===== src/rtl/cslot_pkg.sv =====
package cslot_pkg;
  localparam int FLAG_W   = 7;
  localparam int F_TX1E   = 0;
  localparam int F_TX2E   = 1;
  localparam int F_TX12E  = 2;
  localparam int F_RX1B   = 3;
  localparam int F_RX2B   = 4;
  localparam int F_RX1V   = 5;
  localparam int F_RX2V   = 6;

  typedef enum logic [1:0] {
    ST_IDLE = 2'd0,
    ST_REQ  = 2'd1,
    ST_RSP  = 2'd2
  } cslot_state_e;
endpackage


===== src/rtl/cslot_tx_regs.sv =====
module cslot_tx_regs #(
  parameter int SLOT_W = 20
) (
  input  logic              clk,
  input  logic              rst,
  input  logic              ld_cmd,
  input  logic              ld_data,
  input  logic [SLOT_W-1:0] wr_word,
  input  logic              ack_fire,
  output logic [SLOT_W-1:0] cmd_q,
  output logic [SLOT_W-1:0] data_q,
  output logic              cmd_empty,
  output logic              data_empty,
  output logic              both_empty
);
  logic cmd_empty_n, data_empty_n;

  always_comb begin
    cmd_empty_n  = cmd_empty;
    data_empty_n = data_empty;
    if (ack_fire) begin
      cmd_empty_n  = 1'b1;
      data_empty_n = 1'b1;
    end
    if (ld_cmd)  cmd_empty_n  = 1'b0;
    if (ld_data) data_empty_n = 1'b0;
  end

  always_ff @(posedge clk) begin
    if (rst) begin
      cmd_q      <= '0;
      data_q     <= '0;
      cmd_empty  <= 1'b1;
      data_empty <= 1'b1;
      both_empty <= 1'b1;
    end else begin
      if (ld_cmd)  cmd_q  <= wr_word;
      if (ld_data) data_q <= wr_word;
      cmd_empty  <= cmd_empty_n;
      data_empty <= data_empty_n;
      both_empty <= cmd_empty_n & data_empty_n;
    end
  end
endmodule


===== src/rtl/cslot_issuer.sv =====
module cslot_issuer
  import cslot_pkg::*;
#(
  parameter int SLOT_W = 20,
  parameter int ADDR_W = 7,
  parameter int DATA_W = 16
) (
  input  logic              clk,
  input  logic              rst,
  input  logic              start,
  input  logic [SLOT_W-1:0] cmd_word,
  input  logic [SLOT_W-1:0] data_word,
  input  logic              cmd_ack,
  input  logic              rsp_valid,
  output logic              cmd_req,
  output logic [ADDR_W-1:0] cmd_addr,
  output logic              cmd_read,
  output logic [DATA_W-1:0] cmd_wdata,
  output logic              idle,
  output logic              ack_fire,
  output logic              rsp_fire,
  output logic              read_start
);
  localparam int RW_BIT   = SLOT_W - 1;
  localparam int ADDR_LSB = SLOT_W - 1 - ADDR_W;
  localparam int DATA_LSB = SLOT_W - DATA_W;

  cslot_state_e state;

  assign idle       = (state == ST_IDLE);
  assign ack_fire   = (state == ST_REQ) & cmd_ack;
  assign rsp_fire   = (state == ST_RSP) & rsp_valid;
  assign read_start = start & idle & cmd_word[RW_BIT];

  always_ff @(posedge clk) begin
    if (rst) begin
      state     <= ST_IDLE;
      cmd_req   <= 1'b0;
      cmd_addr  <= '0;
      cmd_read  <= 1'b0;
      cmd_wdata <= '0;
    end else begin
      case (state)
        ST_IDLE: if (start) begin
          cmd_req   <= 1'b1;
          cmd_read  <= cmd_word[RW_BIT];
          cmd_addr  <= cmd_word[RW_BIT-1:ADDR_LSB];
          cmd_wdata <= data_word[SLOT_W-1:DATA_LSB];
          state     <= ST_REQ;
        end
        ST_REQ: if (cmd_ack) begin
          cmd_req <= 1'b0;
          state   <= cmd_read ? ST_RSP : ST_IDLE;
        end
        ST_RSP: if (rsp_valid) state <= ST_IDLE;
        default: state <= ST_IDLE;
      endcase
    end
  end
endmodule


===== src/rtl/cslot_rx_capture.sv =====
module cslot_rx_capture #(
  parameter int SLOT_W = 20,
  parameter int DATA_W = 16
) (
  input  logic              clk,
  input  logic              rst,
  input  logic              read_start,
  input  logic              rsp_fire,
  input  logic [DATA_W-1:0] rsp_data,
  input  logic [SLOT_W-1:0] echo_word,
  input  logic              rd_clr,
  output logic [SLOT_W-1:0] rx1_word,
  output logic [SLOT_W-1:0] rx2_word,
  output logic [1:0]        busy,
  output logic [1:0]        valid
);
  localparam int PAD_W = SLOT_W - DATA_W;
  localparam logic [SLOT_W-1:0] RW_MASK = {1'b0, {(SLOT_W-1){1'b1}}};

  for (genvar s = 0; s < 2; s++) begin : g_slot_flags
    always_ff @(posedge clk) begin
      if (rst) begin
        busy[s]  <= 1'b0;
        valid[s] <= 1'b0;
      end else begin
        if (read_start)    busy[s] <= 1'b1;
        else if (rsp_fire) busy[s] <= 1'b0;
        if (rsp_fire)      valid[s] <= 1'b1;
        else if (rd_clr)   valid[s] <= 1'b0;
      end
    end
  end

  always_ff @(posedge clk) begin
    if (rst) begin
      rx1_word <= '0;
      rx2_word <= '0;
    end else if (rsp_fire) begin
      rx1_word <= echo_word & RW_MASK;
      rx2_word <= {rsp_data, {PAD_W{1'b0}}};
    end
  end
endmodule


===== src/rtl/cmd_slot_handler.sv =====
module cmd_slot_handler
  import cslot_pkg::*;
#(
  parameter int SLOT_W = 20,
  parameter int ADDR_W = 7,
  parameter int DATA_W = 16
) (
  input  logic              clk,
  input  logic              rst,
  input  logic              slot1_wr,
  input  logic              slot2_wr,
  input  logic [SLOT_W-1:0] wr_word,
  input  logic              rx2_rd,
  output logic [SLOT_W-1:0] rx1_word,
  output logic [SLOT_W-1:0] rx2_word,
  output logic [FLAG_W-1:0] slot_flags,
  output logic              cmd_req,
  output logic [ADDR_W-1:0] cmd_addr,
  output logic              cmd_read,
  output logic [DATA_W-1:0] cmd_wdata,
  input  logic              cmd_ack,
  input  logic              rsp_valid,
  input  logic [DATA_W-1:0] rsp_data
);
  logic              idle, ack_fire, rsp_fire, read_start, cmd_accept;
  logic [SLOT_W-1:0] cmd_q, data_q, data_src;
  logic              tx1_e, tx2_e, tx12_e;
  logic [1:0]        rx_busy, rx_valid;

  assign cmd_accept = slot1_wr & idle;
  assign data_src   = slot2_wr ? wr_word : data_q;

  cslot_tx_regs #(.SLOT_W(SLOT_W)) u_tx (
    .clk(clk), .rst(rst),
    .ld_cmd(cmd_accept), .ld_data(slot2_wr), .wr_word(wr_word),
    .ack_fire(ack_fire),
    .cmd_q(cmd_q), .data_q(data_q),
    .cmd_empty(tx1_e), .data_empty(tx2_e), .both_empty(tx12_e)
  );

  cslot_issuer #(.SLOT_W(SLOT_W), .ADDR_W(ADDR_W), .DATA_W(DATA_W)) u_iss (
    .clk(clk), .rst(rst),
    .start(cmd_accept), .cmd_word(wr_word), .data_word(data_src),
    .cmd_ack(cmd_ack), .rsp_valid(rsp_valid),
    .cmd_req(cmd_req), .cmd_addr(cmd_addr), .cmd_read(cmd_read),
    .cmd_wdata(cmd_wdata), .idle(idle), .ack_fire(ack_fire),
    .rsp_fire(rsp_fire), .read_start(read_start)
  );

  cslot_rx_capture #(.SLOT_W(SLOT_W), .DATA_W(DATA_W)) u_rx (
    .clk(clk), .rst(rst),
    .read_start(read_start), .rsp_fire(rsp_fire), .rsp_data(rsp_data),
    .echo_word(cmd_q), .rd_clr(rx2_rd),
    .rx1_word(rx1_word), .rx2_word(rx2_word),
    .busy(rx_busy), .valid(rx_valid)
  );

  always_comb begin
    slot_flags          = '0;
    slot_flags[F_TX1E]  = tx1_e;
    slot_flags[F_TX2E]  = tx2_e;
    slot_flags[F_TX12E] = tx12_e;
    slot_flags[F_RX1B]  = rx_busy[0];
    slot_flags[F_RX2B]  = rx_busy[1];
    slot_flags[F_RX1V]  = rx_valid[0];
    slot_flags[F_RX2V]  = rx_valid[1];
  end
endmodule


===== config.mk =====
export PLATFORM = sky130hd
export DESIGN_NAME = cmd_slot_handler
export DESIGN_NICKNAME = d
export VERILOG_FILES = /design/src/rtl/cslot_pkg.sv /design/src/rtl/cslot_tx_regs.sv /design/src/rtl/cslot_issuer.sv /design/src/rtl/cslot_rx_capture.sv /design/src/rtl/cmd_slot_handler.sv
export SDC_FILE = /design/constraint.sdc
export NUM_CORES = 1
export LEC_CHECK = 0
export BUFFER_PORTS_ARGS = -buffer_cell sky130_fd_sc_hd__buf_4
export CAP_MARGIN = 20
export CORE_ASPECT_RATIO = 1.75
export CORE_MARGIN = 2
export CORE_UTILIZATION = 50
export CTS_CLUSTER_SIZE = 14
export DETAILED_ROUTE_END_ITERATION = 7
export PLACE_DENSITY = 0.73
export SLEW_MARGIN = 25
export SYNTH_ARGS = -nofsm -noshare
export SYNTH_HDL_FRONTEND = slang
export SYNTH_HIERARCHICAL = 1
export SYNTH_SLANG_ARGS = --single-unit

===== constraint.sdc =====
create_clock -name clk -period 2.7 [get_ports clk]
set_input_delay 0.405 -clock clk [delete_from_list [all_inputs] [get_ports clk]]
set_output_delay 0.405 -clock clk [all_outputs]
set_load 0.02 [all_outputs]

==> out/summary.log <==
INFO  run_status     run_status=finished clean
INFO  worst_setup_path data_required_time_at_the_worst_endpoint=2.88ns
INFO  floorplan      horiz_die_dim=72.67µm
INFO  detailed_routing avgViaCountPerCell=4.980
INFO  detailed_routing drc=0
INFO  clock_tree     clockBufferDepth=2
INFO  detailed_routing postRouteAntennaNets=0
INFO  floorplan      initial_core_util=0.5182
INFO  worst_setup_path slowest_cell_on_the_critical_path=or3b_1
INFO  placed_design  detailedPlacementHpwl=5761µm
INFO  clock_tree     holdBufCountCts=0
INFO  floorplan      top_level_ports=115
INFO  clock_tree     cts_tree=yes
INFO  floorplan      die_area=9024µm²
INFO  clock_tree     numCtsBuffers=9
INFO  logic_synthesis post_synth.cell_area_avg=10.21µm²
INFO  sta            report.final.hold_viol_count=0
INFO  sta            report.final.setup_viol=0
INFO  worst_hold_path whs_path_depth=3
INFO  placed_design  dpl_cell_area=4728µm²
INFO  worst_setup_path worstSetupEndpointType=flip-flop
INFO  power          cellPowerDensity=660.2nW/µm²
INFO  clock_tree     post-cts-setup-buffer-count=0
INFO  sta            worst_slew_margin_rel=0.4451
INFO  worst_setup_path crit_chain=nor2_1, and2_2, or3b_1, nand2_1, a21oi_1
INFO  clock_tree     clock_insertion_delay_at_the_later_pin_of_the_skew_report=0.34ns
INFO  logic_synthesis post_synthesis_cells=404
INFO  detailed_routing drt_iter0_markers=147
INFO  worst_setup_path worst-path-max-fanout=25
INFO  detailed_routing routed_wl=8206µm
INFO  layout         n_antenna_cell=0
INFO  placed_design  globalplace.congestion=0.7649
INFO  logic_synthesis synthesis.yosys.warnings=6
INFO  sta            transition_time_of_the_tightest_slew_check_pin=0.8323ns
INFO  sta            rsz0062_at_grt=no
INFO  global_route   wire_length_of_the_first_global_routing_pass=13230µm
INFO  global_route   grtUsageTotal=0.1909
INFO  detailed_routing drtPass1Iterations=4
INFO  clock_tree     cts.sink_count=102
INFO  clock_tree     ctsHtreeMaxLevel=3
INFO  layout         finish.utilization=0.6333
INFO  sta            timing.setup.tns=0ns
INFO  global_route   residual_overflow_from_global_routing=0
INFO  global_route   grt_pass1_vias=2913
INFO  layout         area_growth_syn_to_layout=22.20%
INFO  floorplan      row_count=43
INFO  layout         stdcell_area=5042µm²
INFO  power          power.ir.vdd_worst=0.4088mV
INFO  worst_setup_path reg2regPathDepth=5
INFO  sta            fin_worst_hold_slack=0.3041ns
INFO  layout         num-nets-final=534
INFO  worst_setup_path critPathKind=flip-flop to flip-flop
INFO  sta            maxSlewViolCount=0
INFO  floorplan      die_y=124.2µm
INFO  detailed_routing wl_per_cell=14.00µm
INFO  clock_tree     cts.reportedPaths.clkPinSlew=0.07ns
INFO  clock_tree     post_cts.resized_instances=0
INFO  layout         num-fill-cells=706
INFO  sta            fin_worst_skew=0.007753ns
INFO  detailed_routing dr_total_vias=2918
INFO  sta            fmax=494.2MHz
INFO  power          power_leakage=0.002229µW
INFO  worst_setup_path start_kind=flip-flop
INFO  job            max-cap-violations=0
INFO  clock_tree     root_buffer=clkbuf_16
INFO  placed_design  port_buffers=109
INFO  global_route   antenna_found_initial=0
INFO  floorplan      core-area=7963µm²
INFO  worst_setup_path worst_ep_arrival_time=2.20ns
INFO  sta            min_period=2.023ns
INFO  layout         layout-drive-gt1-share=0.3024
INFO  worst_setup_path slowest_delay=0.74ns
INFO  global_route   grt_max_degree=85
INFO  worst_hold_path hold_path_class=input port to flip-flop
INFO  logic_synthesis syn-cell-area=4126µm²
INFO  sta            finalCritPeriodShare=0.7494
==> layout by cell type, fill, tap and decap left out <==
master	instances
clkinv_2	4
or3b_1	1
nor3b_1	1
o21ai_0	1
nand2_1	49
dfxtp_1	102
inv_1	6
buf_12	1
nor3_1	2
bufinv_16	2
and2_2	1
a31oi_1	1
conb_1	5
o31ai_4	1
buf_4	112
nor3b_2	1
a21oi_1	28
a21oi_2	1
o21ai_1	2
clkbuf_16	9
and3_2	1
mux2i_1	70
nand2b_1	2
a21o_1	1
nor2_1	75
mux2_4	16
clkinv_4	1
==> registers in the layout, indices dropped and copies added (netlist names) <==
name / count
u_tx/data_q: 16
u_rx/rx1_word: 19
u_tx/cmd_empty: 1
u_iss/cmd_addr: 7
u_iss/state: 2
u_rx/rx2_word: 16
u_tx/data_empty: 1
u_tx/both_empty: 1
u_iss/cmd_wdata: 16
u_rx/valid: 1
u_iss/cmd_req: 1
u_tx/cmd_q: 19
u_rx/busy: 1
u_iss/cmd_read: 1
==> worst max-delay path, delay by kind of cell (launching register included) <==
family	cells	cell delay [ns]
AOI/OAI and AO/OA	1	0.09
DFF	1	0.39
and+or+nand+nor	4	1.37
==> final cells by class <==
cell class,instances,area (µm²),share of cell area
clock inverter,7,88.84,0.01762
timing repair buffer,113,860.8,0.1707
multi-input combinational,259,1690,0.3352
tap,90,112.6,0.02233
inverter,6,22.52,0.004466
sequential,102,2042,0.4050
clock buffer,9,225.2,0.04466
==> path summary, 6_finish.rpt <==
| path | slack [ns] | end | from |
|---|---|---|---|
| min | 0.30 | u_rx/rx2_word[8] | rsp_data[4] |
| max | 0.68 | u_iss/cmd_wdata[1] | u_iss/state[0] |
| max reg2reg | 0.68 | u_iss/cmd_wdata[1] | u_iss/state[0] |
| min reg2reg | 0.46 | u_iss/cmd_wdata[5] | u_iss/cmd_wdata[5] |
==> layer usage <==
layer	GRT usage	up-vias	part of all wire
li1	-	1479	-
met1	0.2036	1365	0.41
met2	0.3443	68	0.52
met3	0.04369	6	0.049
met4	0.09606	0	0.016
met5	0	-	0
==> power by group <==
| part | switching [µW] | internal [µW] | leakage [µW] |
|---|---|---|---|
| logic | 203 | 177 | 0.00124 |
| clock network | 535 | 807 | 0.000159 |
| registers | 37.3 | 1570 | 0.000832 |
| total | 776 | 2550 | 0.00223 |
==> metrics by stage <==
step	total power, µW	setup WS, ns	cells
after detailed placement	2025	0.6802	570
after global routing	3463	0.5353	586
after CTS	3369	0.6645	586
final	3329	0.6767	586
after global placement	2015	0.7176	570
after floorplan	1929	1.162	408
(Power assumes the default switching activity.)
